File: config.mk
export PLATFORM = sky130hd
export DESIGN_NAME = phyreg_bridge
export DESIGN_NICKNAME = d
export VERILOG_FILES = /design/src/rtl/phyreg_pkg.sv /design/src/rtl/phyreg_locate.sv /design/src/rtl/phyreg_arb.sv /design/src/rtl/phyreg_seq.sv /design/src/rtl/phyreg_bridge.sv
export SDC_FILE = /design/constraint.sdc
export NUM_CORES = 1
export LEC_CHECK = 0
export BUFFER_PORTS_ARGS = -buffer_cell sky130_fd_sc_hd__buf_2
export CAP_MARGIN = 40
export CORE_UTILIZATION = 49
export DETAILED_ROUTE_END_ITERATION = 10
export GPL_ROUTABILITY_DRIVEN = 0
export MAX_ROUTING_LAYER = met4
export PLACE_DENSITY = 0.82
export SETUP_SLACK_MARGIN = 0.02
export SKIP_CTS_REPAIR_TIMING = 1
export SKIP_LAST_GASP = 1
export SYNTH_ARGS = -nofsm -noshare
export SYNTH_HDL_FRONTEND = slang
export SYNTH_SLANG_ARGS = --single-unit
File: constraint.sdc
create_clock -name clk -period 4.7 [get_ports clk]
set_clock_uncertainty 0.2 [all_clocks]
set_input_delay 0 -clock clk [delete_from_list [all_inputs] [get_ports clk]]
set_output_delay 0 -clock clk [all_outputs]
set_load 0.05 [all_outputs]
File: src/rtl/phyreg_pkg.sv
package phyreg_pkg;

    localparam int ADDR_W       = 20;
    localparam int OFF_W        = 9;
    localparam int LANE_W       = 5;
    localparam int UNIT_W       = 4;
    localparam int DATA_W       = 16;
    localparam int WORD_W       = 64;
    localparam int NUM_UNITS    = 8;
    localparam int UIDX_W       = $clog2(NUM_UNITS);
    localparam int SLOTS        = WORD_W / DATA_W;
    localparam int SLOT_W       = $clog2(SLOTS);
    localparam int BYTE_SEL_W   = $clog2(WORD_W / 8);
    localparam int LANE_SHIFT   = 4;
    localparam int LANE_OFF_MAX = 16;

    // bit u gives the thread that serves unit u
    localparam logic [NUM_UNITS-1:0] THREAD_MAP = 8'b0101_0110;

    localparam logic [ADDR_W-1:0] FW_BASE   = 20'h111B0;
    localparam logic [ADDR_W-1:0] FW_STRIDE = 20'h00010;
    localparam logic [ADDR_W-1:0] MM_BASE   = 20'h12800;
    localparam logic [ADDR_W-1:0] MM_STRIDE = 20'h00400;

    typedef enum logic {SECT_FW = 1'b0, SECT_MM = 1'b1} sect_e;

    typedef enum logic [1:0] {ST_IDLE, ST_RD, ST_WR, ST_FIN} st_e;

    typedef struct packed {
        sect_e              sect;
        logic               lane_en;
        logic [LANE_W-1:0]  lane;
        logic [OFF_W-1:0]   off;
        logic [UNIT_W-1:0]  unit;
        logic               we;
        logic [DATA_W-1:0]  wdata;
    } req_t;

    typedef struct packed {
        logic [ADDR_W-1:0]  waddr;
        logic [SLOT_W-1:0]  slot;
        logic               bad;
    } loc_t;

    // slot 0 is the most significant field of the word
    function automatic int slot_lsb(logic [SLOT_W-1:0] s);
        return (SLOTS - 1 - int'(s)) * DATA_W;
    endfunction

    function automatic logic [DATA_W-1:0] slot_get(logic [WORD_W-1:0] w,
                                                   logic [SLOT_W-1:0] s);
        logic [WORD_W-1:0] t;
        t = w >> slot_lsb(s);
        return t[DATA_W-1:0];
    endfunction

    function automatic logic [WORD_W-1:0] slot_put(logic [WORD_W-1:0] w,
                                                   logic [SLOT_W-1:0] s,
                                                   logic [DATA_W-1:0] v);
        logic [WORD_W-1:0] m;
        logic [WORD_W-1:0] d;
        m = {{(WORD_W-DATA_W){1'b0}}, {DATA_W{1'b1}}} << slot_lsb(s);
        d = {{(WORD_W-DATA_W){1'b0}}, v} << slot_lsb(s);
        return (w & ~m) | d;
    endfunction

endpackage

File: src/rtl/phyreg_locate.sv
module phyreg_locate
    import phyreg_pkg::*;
(
    input  req_t rq,
    output loc_t loc
);
    logic              unit_ok;
    logic              tid;
    logic [ADDR_W-1:0] base;
    logic [ADDR_W-1:0] index;
    logic [ADDR_W-1:0] byte_a;

    always_comb begin
        unit_ok = (rq.unit < UNIT_W'(NUM_UNITS));
        tid     = unit_ok ? THREAD_MAP[rq.unit[UIDX_W-1:0]] : 1'b0;
        if (rq.sect == SECT_MM)
            base = MM_BASE + MM_STRIDE * ADDR_W'(tid);
        else
            base = FW_BASE + FW_STRIDE * ADDR_W'(tid);
        index  = ADDR_W'(rq.off)
               + (rq.lane_en ? (ADDR_W'(rq.lane) << LANE_SHIFT) : '0);
        byte_a = base + (index << 1);
        loc.waddr = {byte_a[ADDR_W-1:BYTE_SEL_W], {BYTE_SEL_W{1'b0}}};
        loc.slot  = byte_a[BYTE_SEL_W-1 -: SLOT_W];
        loc.bad   = !unit_ok
                  || (rq.lane_en && (rq.off >= OFF_W'(LANE_OFF_MAX)))
                  || byte_a[0];
    end
endmodule

File: src/rtl/phyreg_arb.sv
module phyreg_arb #(
    parameter int NREQ  = 2,
    parameter int IDX_W = 1
) (
    input  logic             clk,
    input  logic             rst,
    input  logic [NREQ-1:0]  valid,
    input  logic             enable,
    output logic [NREQ-1:0]  grant,
    output logic [IDX_W-1:0] gnt_idx,
    output logic             any
);
    logic [IDX_W-1:0] last;

    always_comb begin
        any     = 1'b0;
        gnt_idx = last;
        for (int k = 1; k <= NREQ; k++) begin
            int c;
            c = int'(last) + k;
            if (c >= NREQ) c = c - NREQ;
            if (!any && valid[c]) begin
                any     = 1'b1;
                gnt_idx = IDX_W'(c);
            end
        end
        grant = (enable && any) ? (NREQ'(1) << gnt_idx) : '0;
    end

    always_ff @(posedge clk) begin
        if (rst)
            last <= IDX_W'(NREQ - 1);
        else if (enable && any)
            last <= gnt_idx;
    end
endmodule

File: src/rtl/phyreg_seq.sv
module phyreg_seq
    import phyreg_pkg::*;
#(
    parameter int IDX_W = 1
) (
    input  logic               clk,
    input  logic               rst,
    input  logic               accept,
    input  logic [IDX_W-1:0]   acc_idx,
    input  logic               acc_we,
    input  logic [DATA_W-1:0]  acc_wdata,
    input  loc_t               acc_loc,
    input  logic [WORD_W-1:0]  mem_rdata,
    input  logic               mem_ack,
    output logic               idle,
    output logic               fin,
    output logic [IDX_W-1:0]   owner,
    output logic [DATA_W-1:0]  field,
    output logic               err,
    output logic               mem_req,
    output logic               mem_we,
    output logic [ADDR_W-1:0]  mem_addr,
    output logic [WORD_W-1:0]  mem_wdata
);
    st_e               st;
    logic              we_q;
    logic [DATA_W-1:0] wdata_q;
    logic [ADDR_W-1:0] waddr_q;
    logic [SLOT_W-1:0] slot_q;
    logic [WORD_W-1:0] word_q;

    always_ff @(posedge clk) begin
        if (rst) begin
            st      <= ST_IDLE;
            owner   <= '0;
            we_q    <= 1'b0;
            wdata_q <= '0;
            waddr_q <= '0;
            slot_q  <= '0;
            word_q  <= '0;
            field   <= '0;
            err     <= 1'b0;
        end else begin
            unique case (st)
                ST_IDLE: if (accept) begin
                    owner   <= acc_idx;
                    we_q    <= acc_we;
                    wdata_q <= acc_wdata;
                    waddr_q <= acc_loc.waddr;
                    slot_q  <= acc_loc.slot;
                    err     <= acc_loc.bad;
                    field   <= '0;
                    st      <= acc_loc.bad ? ST_FIN : ST_RD;
                end
                ST_RD: if (mem_ack) begin
                    field  <= slot_get(mem_rdata, slot_q);
                    word_q <= slot_put(mem_rdata, slot_q, wdata_q);
                    st     <= we_q ? ST_WR : ST_FIN;
                end
                ST_WR: if (mem_ack) st <= ST_FIN;
                ST_FIN: st <= ST_IDLE;
                default: st <= ST_IDLE;
            endcase
        end
    end

    assign idle      = (st == ST_IDLE);
    assign fin       = (st == ST_FIN);
    assign mem_req   = (st == ST_RD) || (st == ST_WR);
    assign mem_we    = (st == ST_WR);
    assign mem_addr  = waddr_q;
    assign mem_wdata = word_q;
endmodule

File: src/rtl/phyreg_bridge.sv
module phyreg_bridge
    import phyreg_pkg::*;
#(
    parameter int NREQ = 2
) (
    input  logic                          clk,
    input  logic                          rst,
    input  logic [NREQ-1:0]               req_valid,
    output logic [NREQ-1:0]               req_ready,
    input  logic [NREQ-1:0]               req_sect,
    input  logic [NREQ-1:0]               req_lane_en,
    input  logic [NREQ-1:0][LANE_W-1:0]   req_lane,
    input  logic [NREQ-1:0][OFF_W-1:0]    req_off,
    input  logic [NREQ-1:0][UNIT_W-1:0]   req_unit,
    input  logic [NREQ-1:0]               req_we,
    input  logic [NREQ-1:0][DATA_W-1:0]   req_wdata,
    output logic [NREQ-1:0]               done,
    output logic [DATA_W-1:0]             done_rdata,
    output logic                          done_err,
    output logic                          mem_req,
    output logic                          mem_we,
    output logic [ADDR_W-1:0]             mem_addr,
    output logic [WORD_W-1:0]             mem_wdata,
    input  logic [WORD_W-1:0]             mem_rdata,
    input  logic                          mem_ack
);
    localparam int IDX_W = (NREQ > 1) ? $clog2(NREQ) : 1;

    logic             idle;
    logic             fin;
    logic             any;
    logic [IDX_W-1:0] gnt_idx;
    logic [IDX_W-1:0] owner;
    req_t             sel;
    loc_t             sel_loc;

    phyreg_arb #(.NREQ(NREQ), .IDX_W(IDX_W)) arb_i (
        .clk     (clk),
        .rst     (rst),
        .valid   (req_valid),
        .enable  (idle),
        .grant   (req_ready),
        .gnt_idx (gnt_idx),
        .any     (any)
    );

    always_comb begin
        sel.sect    = sect_e'(req_sect[gnt_idx]);
        sel.lane_en = req_lane_en[gnt_idx];
        sel.lane    = req_lane[gnt_idx];
        sel.off     = req_off[gnt_idx];
        sel.unit    = req_unit[gnt_idx];
        sel.we      = req_we[gnt_idx];
        sel.wdata   = req_wdata[gnt_idx];
    end

    phyreg_locate loc_i (
        .rq  (sel),
        .loc (sel_loc)
    );

    phyreg_seq #(.IDX_W(IDX_W)) seq_i (
        .clk       (clk),
        .rst       (rst),
        .accept    (idle && any),
        .acc_idx   (gnt_idx),
        .acc_we    (sel.we),
        .acc_wdata (sel.wdata),
        .acc_loc   (sel_loc),
        .mem_rdata (mem_rdata),
        .mem_ack   (mem_ack),
        .idle      (idle),
        .fin       (fin),
        .owner     (owner),
        .field     (done_rdata),
        .err       (done_err),
        .mem_req   (mem_req),
        .mem_we    (mem_we),
        .mem_addr  (mem_addr),
        .mem_wdata (mem_wdata)
    );

    assign done = fin ? (NREQ'(1) << owner) : '0;
endmodule

Word level (Yosys, flattened, before mapping)
Memories as Yosys holds them, arrays and structs flattened.
Index checks and enable logic that the tools add are counted.
Word-level totals
  input bits: 143
  memories kept: 1
  register bits: 121
  ROM bits: 8
Memory list
  (no name shown): depth 8, width 1, rd ports 1, clocked after memory_dff 0, wr ports 0, line phyreg_locate.sv:15  | tid = unit_ok ? THREAD_MAP[rq.unit[UIDX_W-1:0]] : 1'b0;
Cells by class
  magnitude comparators: 8
  add/subtract/negate cells: 9
  equal/unequal tests: 6
  reductions and logical operators: 14
  muxes and demuxes: 41
  bitwise operators: 3
  shift-type cells: 5
Operator list (count)
  bitwise AND 64 bit: 1
  >= comparator 32 x 3 -> 1 bit (second input constant): 2
  less-than comparator 32 x 3 -> 1 bit (second input constant): 2
  2-to-1 mux 16 bit: 4
  2-to-1 mux 32 bit: 2
  NOT 64 bit: 1
  bitwise OR 64 bit: 1
  left shift 16 x 32 -> 64 bit: 1
  left shift 16 x 32 -> 64 bit (first input constant): 1
  >> shifter 64 x 32 -> 16 bit: 1
  subtractor 32 x 3 -> 32 bit (second input constant): 2
  one-hot mux 16 bit (2 select lines): 1
  2-to-1 mux 9 bit: 3
  adder 20 bit: 1
  adder 9 x 19 -> 19 bit: 1
  2-to-1 mux 1 bit: 19
  adder 17 x 11 -> 18 bit (first input constant): 1
  adder 17 x 5 -> 18 bit (first input constant): 1
  2-to-1 mux 18 bit: 1
  2-to-1 mux 2 bit: 6
  2-to-1 mux 5 bit: 2
  >= comparator 9 x 5 -> 1 bit (second input constant): 1
  2-to-1 mux 4 bit: 2
  one-hot mux 2 bit (4 select lines): 1
  other kinds (18): 28

Depth between registers and ports, before layout
  depth in word-level cells: 22
  gate-level depth with buffers: 16
  depth with buffers taken out: 14

By module
Synthesis repeated with hierarchy kept, for this count alone.
Second synthesis, totals
  cell total of the unflattened synthesis: 725
  area total of the unflattened synthesis: 6732.7 um2
By module, submodules not included
  phyreg_seq: cells each 586, area each 5376.4 um2, sequential area each 2462.4 um2, times used 1
  phyreg_locate: cells each 84, area each 663.1 um2, sequential area each 0.0 um2, times used 1
  phyreg_bridge: cells each 44, area each 619.3 um2, sequential area each 0.0 um2, times used 1
  phyreg_arb: cells each 11, area each 73.8 um2, sequential area each 20.0 um2, times used 1

Least setup slack after synthesis
OpenSTA, ideal clock, no wires.
  kind: flip-flop to flip-flop
  start point: register arb_i.last
  end point: register seq_i.waddr_q[10] (netlist: seq_i.mem_addr[10])
  clock period less this slack: 3.333 ns
  buffers on the path: 1
  stages on the path, launching flop included: 14
  data arrival time: 3.048 ns
  slack: 1.367 ns
  setup time: 0.086 ns
  required time: 4.414 ns
  cell sequence: dfxtp_1 -> o21ai_2 -> buf_2 -> mux2_2 -> ha_1 -> a21o_1 -> a21oi_1 -> xnor2_1 -> ha_1 -> and2_1 -> a311oi_1 -> nor3_2 -> xnor2_1 -> a211oi_1
Between the ends
  word-level cells in the longest chain between the ends: 18
  elaborated cells between the ends (all ways): 42
RTL lines
  start, declared: line phyreg_arb.sv:13  | logic [IDX_W-1:0] last;
  start signal, assigned: line phyreg_arb.sv:32  | last <= IDX_W'(NREQ - 1);
  start signal, assigned: line phyreg_arb.sv:34  | last <= gnt_idx;
  adder 1 x 1 -> 2 bit: line phyreg_arb.sv:20  | c = int'(last) + k;
  subtractor 32 x 3 -> 32 bit / >= comparator 32 x 3 -> 1 bit (equally long branches): line phyreg_arb.sv:21  | if (c >= NREQ) c = c - NREQ;
  2-to-1 mux 32 bit: line phyreg_arb.sv:21
  2-to-1 mux 1 bit (implied by the code) (3 in a row): line phyreg_arb.sv:22  | if (!any && valid[c]) begin
  2-to-1 mux 1 bit: line phyreg_arb.sv:22
  logical NOT 1 bit: line phyreg_arb.sv:22
  logical AND 1 bit: line phyreg_arb.sv:22
  2-to-1 mux 1 bit: line phyreg_arb.sv:22
  2-to-1 mux 4 bit (implied by the code) (2 in a row): line phyreg_bridge.sv:52  | sel.unit = req_unit[gnt_idx];
  memory (8 x 1 bit)
  2-to-1 mux 1 bit (implied by the code): line phyreg_locate.sv:15
  2-to-1 mux 1 bit: line phyreg_locate.sv:15
  adder 17 x 5 -> 18 bit / adder 17 x 11 -> 18 bit (equally long branches): line phyreg_locate.sv:19, phyreg_locate.sv:17
  2-to-1 mux 18 bit: line phyreg_locate.sv:16  | if (rq.sect == SECT_MM)
  adder 20 bit: line phyreg_locate.sv:22  | byte_a = base + (index << 1);
  end signal, assigned: line phyreg_seq.sv:49  | waddr_q <= acc_loc.waddr;
  end, declared: line phyreg_seq.sv:28  | logic [ADDR_W-1:0] waddr_q;
Parallel ways exist; a longest one is shown, timed or not. The select of a mux whose other input is x is not followed.
A chain may end at the register's enable or synchronous reset.

Worst setup path after layout
Same ends and word-level chain as after synthesis.

==> impl_metrics.py <==
metrics = {
    "sta": {
        "rsz0062_at_grt": "no",
        "worst_slew_pin_slew_ns": 0.858,
        "drv_slew": 0,
        "setup_viol": 0,
        "tns_ns": 0,
        "finalHoldViolCount": 4,
        "min_period_ns": 3.97,
        "finalWorstSetupSlack_ns": 0.729,
        "maxClockFrequency_ghz": 0.252,
        "crit_share_post_route": 0.845,
        "fin_hold_ws_ns": -0.0343,
        "worst_slew_margin_rel": 0.428,
    },
    "die": {
        "chipHeight_um": 113,
        "die_area_um2": 12900,
        "design.core.area_um2": 12100,
        "placement_rows": 40,
        "start_util": 0.505,
        "die_w_um": 113,
        "floorplan.io_pins": 250,
    },
    "setup_path": {
        "end_kind": "flip-flop",
        "crit_fanout": 26,
        "crit_path_top_delay_cell": "sky130_fd_sc_hd__dlygate4sd3_1",
        "worstSetupStartpointType": "flip-flop",
        "worstPathCellList": "nand2_1 > o21ai_4 > buf_4 > mux2_2 > dlygate4sd3_1 > ha_1 > fa_1 > a21o_1 > a311oi_1 > nor3_2 > xnor2_1 > a211oi_1",
        "regToRegSetupSlack_ns": 0.73,
        "timing.critical_path.arrival_ns": 4.09,
        "crit-reg2reg-capture": "seq_i.mem_addr[10]$_SDFFE_PP0P_",
        "worst-endpoint-required_ns": 4.82,
        "cp_slowest_stage_delay_ns": 0.56,
        "r2r-start": "arb_i.last$_SDFFE_PP1P_",
        "timing.setup.critical_path_class": "reg2reg",
        "worst_r2r_path_depth": 12,
    },
    "cells_and_area": {
        "n_fill_cell": 842,
        "stdcell_count": 1171,
        "layout-area-overhead-vs-synth_pct": 46.7,
        "drive_gt1_frac": 0.309,
        "utilization_of_the_core_after_routing": 0.740,
        "finish.net_count": 1151,
        "antenna_cells_inserted": 0,
        "multiInputGateArea_um2": 3420,
        "layout.area.seq_um2": 2320,
        "finalInstanceArea_um2": 8930,
    },
    "grt": {
        "gr-total-overflow": 0,
        "groute.usage.overall": 0.291,
        "first_global_vias": 5358,
        "grt_antenna_before_repair": 0,
        "grt_pass1_wl_mm": 27.9,
        "grt_start_max_net_pins": 79,
    },
    "detailed_routing": {
        "vias": 6654,
        "drt_via_density": 5.68,
        "ant_nets": 0,
        "drt_pass1_iterations": 5,
        "detailedRoute.firstIterationViolations": 784,
        "drc": 0,
        "wire_per_inst_um": 18.4,
        "finalWirelength_mm": 21.5,
    },
    "placed_design": {
        "placed_cells": 1027,
        "dpl-instance-area_um2": 7250,
        "place.detailed.hpwl_mm": 13.7,
        "pre_cts_ws_ns": 0.975,
        "io_buffers": 241,
    },
    "synthesis": {
        "yosys_most_used_dff": "sky130_fd_sc_hd__dfxtp_1",
        "synthDominantAreaCellType": "sky130_fd_sc_hd__dfxtp_1",
        "synthesis.area_um2": 6090,
        "synth_seq_cells": 116,
        "post-synth-top-count-cell": "sky130_fd_sc_hd__nor2_1",
        "synth-seq-area-share": 0.381,
        "postSynthAreaPerCell_um2": 9.09,
        "syn-instance-count": 670,
        "yosys_warnings": 0,
        "synth.top_cells.by_count": "118 x sky130_fd_sc_hd__nor2_1, 116 x sky130_fd_sc_hd__dfxtp_1, 58 x sky130_fd_sc_hd__a211oi_1",
        "fraction_of_synthesized_cell_area_taken_by_the_top_area_cell_type": 0.381,
        "synth_enable_flop_cells": 0,
        "yosysUniqueCellTypes": 49,
        "asr_flop_ratio_synth": 0,
        "top_cells_by_area_synth": "sky130_fd_sc_hd__dfxtp_1 38%, sky130_fd_sc_hd__mux2i_1 8.7%, sky130_fd_sc_hd__nor2_1 7.3%, sky130_fd_sc_hd__a211oi_1 7.2%, sky130_fd_sc_hd__mux4_2 5.9%",
    },
    "clocking": {
        "clk_sinks": 116,
        "cts.root.buffer_cell": "sky130_fd_sc_hd__clkbuf_16",
        "cts_max_level": 4,
        "clock_tree_from_tritoncts": "yes",
        "clock_path_buffers": 2,
        "cts-buffers-inserted": 17,
        "clk_transition_reported_paths_ns": 0.05,
        "clk-insertion-delay-late_ns": 0.41,
    },
    "min_path": {
        "min_delay_worst_endpoint": "seq_i.mem_addr[11]$_SDFFE_PP0P_",
        "worst_hold_path_type": "in2reg",
        "hold_path.startpoint": "req_sect[1]",
        "whs_path_depth": 4,
    },
    "power": {
        "worst_ir_drop_vdd_uv": 393,
        "leakage_nw": 4.10,
        "p_total_mw": 5.50,
        "power.density_nw_per_um2": 616,
    },
    "status": {
        "run_status": "complete, but fails checks",
        "violations": "negative hold slack",
    },
    "run": {
        "timing.max_cap.violations": 0,
    },
}
cells by family (layout without fill, tap and decap cells):
logic type | Yosys count | in the layout | synth area share
AOI/OAI and AO/OA | 161 | 161 | 0.192
xor gates and xnor gates | 8 | 8 | 0.0115
adders and majority gates | 17 | 17 | 0.0374
buffers and inverters | 72 | 398 | 0.0633
DFF | 116 | 116 | 0.381
muxes | 76 | 76 | 0.160
other | 1 | 8 | 0.000616
and+or+nand+nor | 219 | 219 | 0.154
worst max path at each step:
stage / start / to / slack, ns
after detailed placement: arb_i.last$_SDFFE_PP1P_ / seq_i.mem_addr[10]$_SDFFE_PP0P_ / 0.97
after global routing: arb_i.last$_SDFFE_PP1P_ / seq_i.mem_addr[10]$_SDFFE_PP0P_ / 0.50
after CTS: arb_i.last$_SDFFE_PP1P_ / seq_i.mem_addr[10]$_SDFFE_PP0P_ / 0.95
after floorplan: arb_i.last$_SDFFE_PP1P_ / seq_i.mem_addr[10]$_SDFFE_PP0P_ / 1.37
final: arb_i.last$_SDFFE_PP1P_ / seq_i.mem_addr[10]$_SDFFE_PP0P_ / 0.73
after global placement: arb_i.last$_SDFFE_PP1P_ / seq_i.mem_addr[10]$_SDFFE_PP0P_ / 1.06
area by class of cell:
| type | count | share of cell area |
|---|---|---|
| timing repair buffer | 362 | 0.270 |
| clock inverter | 4 | 0.00224 |
| inverter | 5 | 0.00210 |
| tap | 168 | 0.0235 |
| clock buffer | 27 | 0.0586 |
| sequential | 116 | 0.260 |
| multi-input combinational | 489 | 0.384 |
power breakdown:
group | switching, mW | total (mW) | internal, mW
logic | 1.81 | 2.77 | 0.954
registers | 0.300 | 1.56 | 1.26
clock network | 0.422 | 1.17 | 0.751
sequential cells by signal, indices dropped and copies added (netlist names):
| name | flops |
|---|---|
| arb_i.last | 1 |
| seq_i.err | 1 |
| seq_i.field | 16 |
| seq_i.mem_addr | 12 |
| seq_i.mem_wdata | 64 |
| seq_i.owner | 1 |
| seq_i.slot_q | 2 |
| seq_i.st | 2 |
| seq_i.wdata_q | 16 |
| seq_i.we_q | 1 |
critical path, delay by kind of cell, from the launching register on:
kind | cells | cell delay, ns
DFF | 1 | 0.41
muxes | 1 | 0.37
AOI/OAI and AO/OA | 4 | 0.91
adders and majority gates | 2 | 0.65
and+or+nand+nor | 2 | 0.20
buffers and inverters | 2 | 0.99
xor gates and xnor gates | 1 | 0.13
layer usage:
layer / vias up / routed length (um) / global-route usage
li1: 3095 / - / -
met1: 3100 / 8410 / 0.368
met2: 387 / 10700 / 0.451
met3: 72 / 1590 / 0.0553
met4: 0 / 788 / 0.138
met5: - / 0 / -
layout by cell type (no fill, tap or decap), drive strengths merged, types with 15 or more instances in the layout:
cell type,count
ha,15
nand3,23
buf,249
mux2i,54
o21ai,30
dlygate4sd3,113
a22oi,16
a211oi,59
a311oi,33
mux4,16
nor2,119
dfxtp,116
nand2,50
clkbuf,27
(Power assumes the default switching activity.)
